### src/rtl/sfifo_pkg.sv
package sfifo_pkg;

  localparam logic [1:0] CONN_ON = 2'b10;
  localparam logic [3:0] SLOT_LO = 4'd3;
  localparam logic [3:0] SLOT_HI = 4'd12;

  typedef struct packed {
    logic       dma_en;
    logic [2:0] thr;
    logic [3:0] slot;
    logic       stereo;
    logic [1:0] conn;
  } cfg_t;

  function automatic cfg_t cfg_from_word(logic [15:0] w);
    cfg_t c;
    c.dma_en = w[11];
    c.thr    = w[10:8];
    c.slot   = w[7:4];
    c.stereo = w[3];
    c.conn   = w[1:0];
    return c;
  endfunction

  function automatic logic [15:0] status_word(cfg_t c, logic err, logic empty, logic full);
    return {err, empty, full, 1'b0, c.dma_en, c.thr, c.slot, c.stereo, 1'b0, c.conn};
  endfunction

  function automatic logic is_live(cfg_t c);
    return c.conn == CONN_ON;
  endfunction

  // Slot binding: one slot in mono, slot and slot+1 in stereo.
  function automatic logic slot_hit(cfg_t c, logic [3:0] idx);
    logic legal;
    logic second;
    legal  = (c.slot >= SLOT_LO) && (c.slot <= SLOT_HI) &&
             !(c.stereo && (c.slot == SLOT_HI));
    second = c.stereo && (idx == c.slot + 4'd1);
    return is_live(c) && legal && ((idx == c.slot) || second);
  endfunction

  // Transmit: enough free entries.
  function automatic logic room_irq(cfg_t c, int fill, int depth);
    return is_live(c) && ((depth - fill) > int'(c.thr));
  endfunction

  // Receive: enough stored words.
  function automatic logic fill_irq(cfg_t c, int fill);
    return is_live(c) && (fill > int'(c.thr));
  endfunction

endpackage

### src/rtl/sfifo_cfg_reg.sv
module sfifo_cfg_reg
  import sfifo_pkg::*;
(
  input  logic        clk,
  input  logic        rst_n,
  input  logic        wr,
  input  logic [15:0] wdata,
  input  logic        err_set,
  output cfg_t        cfg,
  output logic        err
);

  logic clr_req;
  assign clr_req = wr && wdata[15];

  always_ff @(posedge clk) begin
    if (!rst_n) begin
      cfg <= '0;
      err <= 1'b0;
    end else begin
      if (wr) cfg <= cfg_from_word(wdata);
      if (err_set)      err <= 1'b1;
      else if (clr_req) err <= 1'b0;
    end
  end

  assert_w1c_R11: assert property (@(posedge clk) disable iff (!rst_n)
    clr_req && !err_set |=> !err);
  assert_sticky_R11: assert property (@(posedge clk) disable iff (!rst_n)
    err && !clr_req |=> err);
  assert_set_wins_R11: assert property (@(posedge clk) disable iff (!rst_n)
    err_set |=> err);

endmodule

### src/rtl/sfifo_ring.sv
module sfifo_ring #(
  parameter int W     = 16,
  parameter int DEPTH = 8,
  localparam int AW   = (DEPTH > 1) ? $clog2(DEPTH) : 1,
  localparam int CW   = $clog2(DEPTH + 1)
) (
  input  logic          clk,
  input  logic          rst_n,
  input  logic          push,
  input  logic [W-1:0]  din,
  input  logic          pop,
  output logic [W-1:0]  head,
  output logic [CW-1:0] count,
  output logic          full,
  output logic          empty,
  output logic          push_ok,
  output logic          pop_ok
);

  logic [W-1:0]  mem [DEPTH];
  logic [AW-1:0] rd_ptr;
  logic [AW-1:0] wr_ptr;

  function automatic logic [AW-1:0] bump(logic [AW-1:0] p);
    return (p == AW'(DEPTH - 1)) ? '0 : p + AW'(1);
  endfunction

  assign full    = count == CW'(DEPTH);
  assign empty   = count == '0;
  assign push_ok = push && !full;
  assign pop_ok  = pop && !empty;
  assign head    = mem[rd_ptr];

  always_ff @(posedge clk) begin
    if (push_ok) mem[wr_ptr] <= din;
  end

  always_ff @(posedge clk) begin
    if (!rst_n) begin
      rd_ptr <= '0;
      wr_ptr <= '0;
      count  <= '0;
    end else begin
      if (push_ok) wr_ptr <= bump(wr_ptr);
      if (pop_ok)  rd_ptr <= bump(rd_ptr);
      count <= count + CW'(push_ok) - CW'(pop_ok);
    end
  end

  assert_bound_R5: assert property (@(posedge clk) disable iff (!rst_n)
    count <= CW'(DEPTH));
  assert_full_hold_R13: assert property (@(posedge clk) disable iff (!rst_n)
    full && push && !pop |=> full);

endmodule

### src/rtl/sfifo_slot_match.sv
module sfifo_slot_match
  import sfifo_pkg::*;
(
  input  cfg_t       cfg,
  input  logic       stb,
  input  logic [3:0] idx,
  output logic       claim
);

  assign claim = stb && slot_hit(cfg, idx);

endmodule

### src/rtl/slot_fifo.sv
module slot_fifo
  import sfifo_pkg::*;
#(
  parameter bit IS_TX  = 1'b1,
  parameter int DEPTH  = 8,
  parameter int W      = 16,
  parameter int SLOT_W = 20,
  localparam int CW    = $clog2(DEPTH + 1),
  localparam int PAD   = SLOT_W - W
) (
  input  logic              clk,
  input  logic              rst_n,
  input  logic              cfg_we,
  input  logic [15:0]       cfg_wdata,
  output logic [15:0]       cfg_rdata,
  input  logic              dat_we,
  input  logic [W-1:0]      dat_wdata,
  input  logic              dat_re,
  output logic [W-1:0]      dat_rdata,
  input  logic              slot_stb,
  input  logic [3:0]        slot_idx,
  input  logic [SLOT_W-1:0] slot_din,
  output logic              slot_take,
  output logic [SLOT_W-1:0] slot_dout,
  output logic              irq
);

  cfg_t          cfg;
  logic          err;
  logic          claim;
  logic          starve;
  logic          r_push;
  logic          r_pop;
  logic [W-1:0]  r_din;
  logic [W-1:0]  head;
  logic [CW-1:0] count;
  logic          full;
  logic          empty;
  logic          push_ok;
  logic          pop_ok;

  sfifo_cfg_reg u_cfg (
    .clk     (clk),
    .rst_n   (rst_n),
    .wr      (cfg_we),
    .wdata   (cfg_wdata),
    .err_set (claim && starve),
    .cfg     (cfg),
    .err     (err)
  );

  sfifo_slot_match u_match (
    .cfg   (cfg),
    .stb   (slot_stb),
    .idx   (slot_idx),
    .claim (claim)
  );

  sfifo_ring #(.W(W), .DEPTH(DEPTH)) u_ring (
    .clk     (clk),
    .rst_n   (rst_n),
    .push    (r_push),
    .din     (r_din),
    .pop     (r_pop),
    .head    (head),
    .count   (count),
    .full    (full),
    .empty   (empty),
    .push_ok (push_ok),
    .pop_ok  (pop_ok)
  );

  assign cfg_rdata = status_word(cfg, err, empty, full);
  assign slot_take = claim;

  if (IS_TX) begin : g_tx
    logic unused_tx;
    assign r_push    = dat_we;
    assign r_din     = dat_wdata;
    assign r_pop     = claim;
    assign starve    = empty;
    assign irq       = room_irq(cfg, int'(count), DEPTH);
    assign slot_dout = (claim && !empty) ? {head, {PAD{1'b0}}} : '0;
    assign dat_rdata = '0;
    assign unused_tx = ^{dat_re, slot_din, push_ok, pop_ok};

    // an unmet request sends zeros
    assert_underflow_zero_R9: assert property (@(posedge clk) disable iff (!rst_n)
      claim && empty |-> slot_dout == '0);
  end else begin : g_rx
    logic unused_rx;
    assign r_push    = claim;
    assign r_din     = slot_din[SLOT_W-1 -: W];
    assign r_pop     = dat_re;
    assign starve    = full;
    assign irq       = fill_irq(cfg, int'(count));
    assign slot_dout = '0;
    assign dat_rdata = empty ? '0 : head;
    assign unused_rx = ^{dat_we, dat_wdata, slot_din[PAD-1:0], push_ok, pop_ok};

    // an overflowing word never enters the store
    assert_overflow_drop_R10: assert property (@(posedge clk) disable iff (!rst_n)
      claim && full && !dat_re |=> full);
  end

  // the error flag rises only after an unmet claim
  assert_err_cause_R9: assert property (@(posedge clk) disable iff (!rst_n)
    $rose(err) |-> $past(claim && starve));
  assert_quiet_disabled_R12: assert property (@(posedge clk) disable iff (!rst_n)
    (cfg.conn != CONN_ON) && !dat_we && !dat_re |=> $stable(count) && !$rose(err));

endmodule

### config.mk
export PLATFORM = sky130hd
export DESIGN_NAME = slot_fifo
export DESIGN_NICKNAME = d
export VERILOG_FILES = /design/src/rtl/sfifo_pkg.sv /design/src/rtl/sfifo_cfg_reg.sv /design/src/rtl/sfifo_ring.sv /design/src/rtl/sfifo_slot_match.sv /design/src/rtl/slot_fifo.sv
export SDC_FILE = /design/constraint.sdc
export NUM_CORES = 1
export LEC_CHECK = 0
export ABC_CLOCK_PERIOD_IN_PS = 3300
export BUFFER_PORTS_ARGS = -buffer_cell sky130_fd_sc_hd__buf_2
export CORE_ASPECT_RATIO = 0.6
export CORE_MARGIN = 2
export CORE_UTILIZATION = 38
export DETAILED_ROUTE_END_ITERATION = 8
export PLACE_DENSITY = 0.58
export SYNTH_ARGS = -nofsm -noshare
export SYNTH_HDL_FRONTEND = slang
export SYNTH_SLANG_ARGS = --single-unit
### constraint.sdc
create_clock -name clk -period 3.3 [get_ports clk]
set_input_delay 0.66 -clock clk [delete_from_list [all_inputs] [get_ports clk]]
set_output_delay 0.66 -clock clk [all_outputs]
set_load 0.05 [all_outputs]
[Word-level counts from Yosys, hierarchy flattened]
Memories as Yosys holds them, arrays and structs flattened. A register that Yosys moved wholly into a read port is not among the register bits.
Index checks and enable logic that the tools add are counted.
Operators by class
  add/sub/neg operators: 6
  order comparisons: 3
  eq/ne operators: 7
  muxes and demuxes: 9
  reductions and logical operators: 18
Operators with widths (number)
  20-bit 2-to-1 mux: 1
  1-bit logical AND: 12
  3-bit 2-to-1 mux: 4
  4-bit == test: 2
  4-bit == test (second input constant): 2
  3-bit by 1-bit adder with 3-bit output (second input constant): 2
  3-bit == test (second input constant): 2
  5-bit by 4-bit greater-than comparator with 1-bit output: 1
  4-bit by 4-bit subtractor with 5-bit output (first input constant): 1
  4-bit by 1-bit adder with 4-bit output: 1
  4-bit by 1-bit adder with 4-bit output (second input constant): 1
  4-bit by 2-bit greater-or-equal comparator with 1-bit output (second input constant): 1
  4-bit <= comparator (second input constant): 1
  4-bit logical NOT: 1
  1-bit 2-to-1 mux: 4
  4-bit by 1-bit subtractor with 4-bit output: 1
  1-bit logical NOT: 3
  2-bit == test (second input constant): 1
  2-bit nonzero test: 1
  1-bit logical OR: 1
Word-level totals
  register bits after elaboration: 22
  RAM bits: 128
  bits of input ports: 62
  output and inout port bits: 54
  word-level logic and storage cells: 53
  memories kept: 1
Memory list
  u_ring.mem: words 8, bits a word 16, rd ports 1, clocked after Yosys merged registers in 1, wr ports 1, line sfifo_ring.sv:20  | logic [W-1:0] mem [DEPTH];

[Logic depth before layout (Yosys ltp)]
  depth after elaboration: 10
  mapped depth: 16
  depth with buffers taken out: 15

[Modules after synthesis]
Synthesis repeated with hierarchy kept, for this count alone.
Unflattened totals
  cell total of the unflattened synthesis: 391
  area, all modules: 6680.2 sq um
By module, submodules not included
  sfifo_ring: times used 1, cells each 265, area an instance 5617.9 sq um, sequential area each 4103.9 sq um
  sfifo_cfg_reg: times used 1, cells each 39, area an instance 449.2 sq um, sequential area each 240.2 sq um
  slot_fifo: times used 1, cells each 64, area an instance 447.9 sq um, sequential area each 0.0 sq um
  sfifo_slot_match: times used 1, cells each 23, area an instance 165.2 sq um, sequential area each 0.0 sq um

[Least setup slack after synthesis]
No wires, ideal clock.
  kind: flip-flop to output port
  start point: register u_cfg.cfg[8] (netlist name)
  end point: output port irq
  arrival: 3.839 ns
  required time: 2.640 ns
  setup slack: -1.199 ns
  cell stages (with the launch flop): 8
  buffers on the path: 0
  cell sequence: dfxtp_1 inv_1 ha_1 nor2b_1 o21ai_0 a32oi_1 a21oi_1 a2111oi_0
On the way
  word-level cells in the longest chain between the ends: 2
RTL lines
  5-bit by 4-bit greater-than comparator with 1-bit output: line sfifo_pkg.sv:45  | return is_live(c) && ((depth - fill) > int'(c.thr));
  1-bit logical AND: line sfifo_pkg.sv:45
  to (decl): line slot_fifo.sv:25  | output logic irq
Every way passes these cells.

[Worst setup path in the final report]
  start point: register u_cfg.cfg[6] (netlist name)
  end point: output port slot_dout[7]
On the way
  word-level cells in the longest chain between the ends: 9
  elaborated cells on any way between the ends: 17
  those cells by class: add/sub (1); order compare (2); eq/ne (3); mux (1); reduce/logical (10)
RTL lines
  branches (longest 5 deep; another with 4-bit by 1-bit adder with 4-bit output)
  1-bit logical AND (*): line sfifo_pkg.sv:40  | return is_live(c) && legal && ((idx == c.slot) || second);
  1-bit logical AND (*): line sfifo_slot_match.sv:10  | assign claim = stb && slot_hit(cfg, idx);
  1-bit logical AND (*): line slot_fifo.sv:83  | assign slot_dout = (claim && !empty) ? {head, {PAD{1'b0}}} : '0;
  20-bit 2-to-1 mux (*): line slot_fifo.sv:83
  to (decl): line slot_fifo.sv:24  | output logic [SLOT_W-1:0] slot_dout,
Every way passes the cells marked *.

==> results list <==
- The run finished with clean final reports.
- Worst path most repeated cell: buf_4
* Starting Density: 39.4%
* Root buffer cell: clkbuf_16
- The final hold violation count was 0.
* Placement-stage cell area: 7140 um2
* Netlist area before placement: 6500 um2
* Static Leak: 2.82 nW
* Post-synth ARST share: 0%
* Area share of the largest cell type after synthesis: 59.1%
* Number of clock sinks: 153
- The initial antenna violation count came to 0.
- In this run the most critical hold path is launched from u_ring.rd_ptr[0]$_SDFFE_PN0P_.
- During I/O placement, the number of pins put on the boundary was 116.
* Cell count along the critical path: 7
* Ordered cell list for the critical path: xor2_1 -> or4_1 -> and2_0 -> or2_1 -> buf_4 -> nor2_1 -> buf_4
- In this run the remaining antenna-violating nets after routing total 0.
- Critical R2R Capture: u_ring.count[2]$_SDFF_PN0_
* Number of max-capacitance violations reported: 0
* Pwr/cell area: 603 nW/um2
- Total track usage: 14.5%
- The final layout contains routed wiring with a total length of 12500 um.
* Warning count from the yosys run: 0
- The worst path needs 3240 ps of the cycle, external delays included.
* Most repeated cell in the gate-level netlist after synthesis: edfxtp_1
- Using the TritonRoute via totals, the vias-per-cell ratio works out to 4.72.
* Horiz. Die Dim: 173 um
- Final Net Count: 563
* Slowest-stage cell, CP: or4_1
- Before antenna repair, the detailed router went through 5 iterations.
- edfxtp_1 takes more of the synthesized area than any other cell.
- The region available for standard cell placement spans 16500 um2.
* Slowest Stage Delay on Critical Path: 560 ps
- Entering global routing, the biggest net connects 33 pins.
- Peak supply drop: 0.000391 V
- The number of cells on the worst reg-to-reg path is 12.
- For this block, the initial DRC count from the detailed router was 267.
* Unrepaired setup endpoints after global routing: false
* Critical path startpoint category: register
- Data arrives at the worst endpoint at 2580 ps.
* Global-route wire length before repair: 19500 um
- Most used flip-flop cell after synthesis: edfxtp_1
* Via count of the routed design: 3418
* Final design utilization: 47.0%
- Routability-driven placement finished with a final weighted congestion of 0.694.
* Smallest setup slack after layout: 57.6 ps
- Buffers placed on the I/O ports in this run total 68.
* Crit path max-delay family: simple AND/OR/NAND/NOR gates
- Layout Area Growth over Synthesis: 19.2%
- Final worst clock skew: 7.45 ps
* CP endpoint kind: primary output
- In the routed design, unresolved DRC markers number 0.
- In this run the vertical extent of the chip is 105 um.
- Placement Rows: 36
- # setup viols final: 0
- Commonest cells in the netlist: edfxtp_1, mux4_2, mux2i_1
- Synth Instances: 390
- Buffers inserted during clock tree synthesis total 17.
- Ant diodes: 0
- Worst slew pin tran: 501 ps
* H-Tree Level Count: 4
- After routing the design area is 7750 um2.
- Fraction of final layout cells with drive strength greater than 1: 33.7%
* Total congestion overflow: 0
- Required time worst endpoint: 2640 ps
- The worst setup path is of the register to primary output kind.
- Setup_tns: 0 ps
* Wirelength per Cell: 17.3 um
- The floorplan step defined a die boundary enclosing 18200 um2.
- At the later pin of the worst-skew pair, clock insertion delay measures 420 ps.
- The number of global-route vias before repair was 3468.
* Maximum fanout along the worst path: 12
- The worst hold path passes through 2 cells.
- Portion of the post-synthesis area used by sequential elements: 66.8%
- The max-slew violation total from the final report is 0.
- Each instance of the synthesized netlist takes up on average 16.7 um2.
- HPWL after detailed placement: 8390 um
- TritonCTS clock tree: built
- After clock tree synthesis, the clock-pin slew on the worst setup and hold paths is 60 ps.
- In the post-synthesis netlist, the biggest area contributors are edfxtp_1, mux4_2, dfxtp_1.
- The critical path contains buffers and inverters numbering 2 combined.
- Maximum clock rate: 0.308 GHz
- The tightest min-delay check is of the register to register type.
- The design draws 0.00467 W.
- Setup Buffers After CTS: 0
- Number of flops mapped to enable cells by yosys: 128
- The synthesized design contains 153 register bits.
- Setup slack on the worst reg-to-reg path comes out at 400 ps.
* Max Root-Sink Buffers: 2
* Worst slew slack as a fraction of its limit: 66.6%
* CP startpoint: u_cfg.cfg[6]$_SDFFE_PN0P_
- After layout, the worst path uses 98.3% of the clock period.
* Source of the worst register-to-register timing path: u_cfg.cfg[6]$_SDFFE_PN0P_
* Worst slack at placement: 1.81 ps
- Synthesis instantiated 41 different standard cells from the library.
[worst register-to-register path: stages, from the launching register on]
cell	delay, ps
dfxtp_2	360
xor2_1	180
or4_1	560
and2_0	150
or2_1	280
inv_2	90
ha_1	220
inv_1	60
ha_1	160
inv_1	60
fa_1	370
xor2_1	160
and2_1	150
[per-layer routing]
metal	up-vias	part of all wire [%]	wire [um]	GRT usage (%)
met3	16	3.7	465	3.54
met1	1728	50	6210	19.9
li1	1611	-	-	-
met4	0	1.3	158	5.99
met5	-	0	0	0
met2	63	45	5660	22.3
[worst max-delay path by stage]
stage	end	slack, ps
floorplan	slot_dout[10]	-30
finish	slot_dout[7]	60
global placement	u_ring.count[2]$_SDFF_PN0_	50
CTS	slot_dout[16]	1
detailed placement	u_ring.count[2]$_SDFF_PN0_	2
global route	slot_dout[11]	6
[area by class of cell]
cell class / count / area [um2]
fill: 1440 / 8740
sequential: 153 / 4350
multi-input combinational: 201 / 1930
timing repair buffer: 93 / 552
inverter: 17 / 63.8
clock buffer: 17 / 425
tap: 228 / 285
clock inverter: 15 / 141
[cells in the final DEF, fill, tap and decap left out, drive strengths merged, types with 2 or more instances in the layout]
cell	n
nand2	13
nand3	2
nand2b	5
clkinv	7
mux4	32
nor2b	15
clkbuf	20
xnor2	2
and2	4
a21oi	5
inv	23
xor2	7
buf	90
ha	17
nor2	25
edfxtp	128
mux2i	30
nand3b	2
nor3	4
a21boi	2
conb	22
dfxtp	25
[sequential cells by signal, indices dropped and copies added, names as in the netlist, named ones only]
| name | flops |
|---|---|
| u_ring.mem | 128 |
| u_cfg.cfg | 11 |
| u_ring.count | 4 |
| u_ring.rd_ptr | 3 |
| u_ring.wr_ptr | 3 |
| u_cfg.err | 1 |
[power by group]
group | internal [W] | total (W) | leakage [nW] | switching (W)
clock network | 0.00105 | 0.00184 | 0.275 | 0.000794
registers | 0.00219 | 0.00224 | 1.37 | 0.0000410
logic | 0.000211 | 0.000592 | 1.18 | 0.000381
[cells by family (layout without fill, tap and decap cells)]
group	count (synthesis)	count (layout)	share of synthesized area (%)
AO/OA/AOI/OAI	14	14	1.46
XOR/XNOR	10	10	1.56
adder cells (fa/ha/maj)	18	18	3.58
buffers and inverters	57	142	5.08
flip-flops	153	153	66.8
multiplexers	62	62	15.7
other	1	22	0.0577
AND/OR/NAND/NOR	75	75	5.72
[per-stage QoR]
step           cells  hold slack (ps)
2_1_floorplan    411              454
3_3_place_gp     692              469
3_5_place_dp     692              486
4_1_cts          724              491
5_1_grt          724              502
6_report         724              498
[what timing repair did]
action,CTS,global route
hold buffers,0,0
endpoints found under the setup margin,3,17
resized for setup,3,14
No activity file was read; power rests on OpenSTA's default activity.
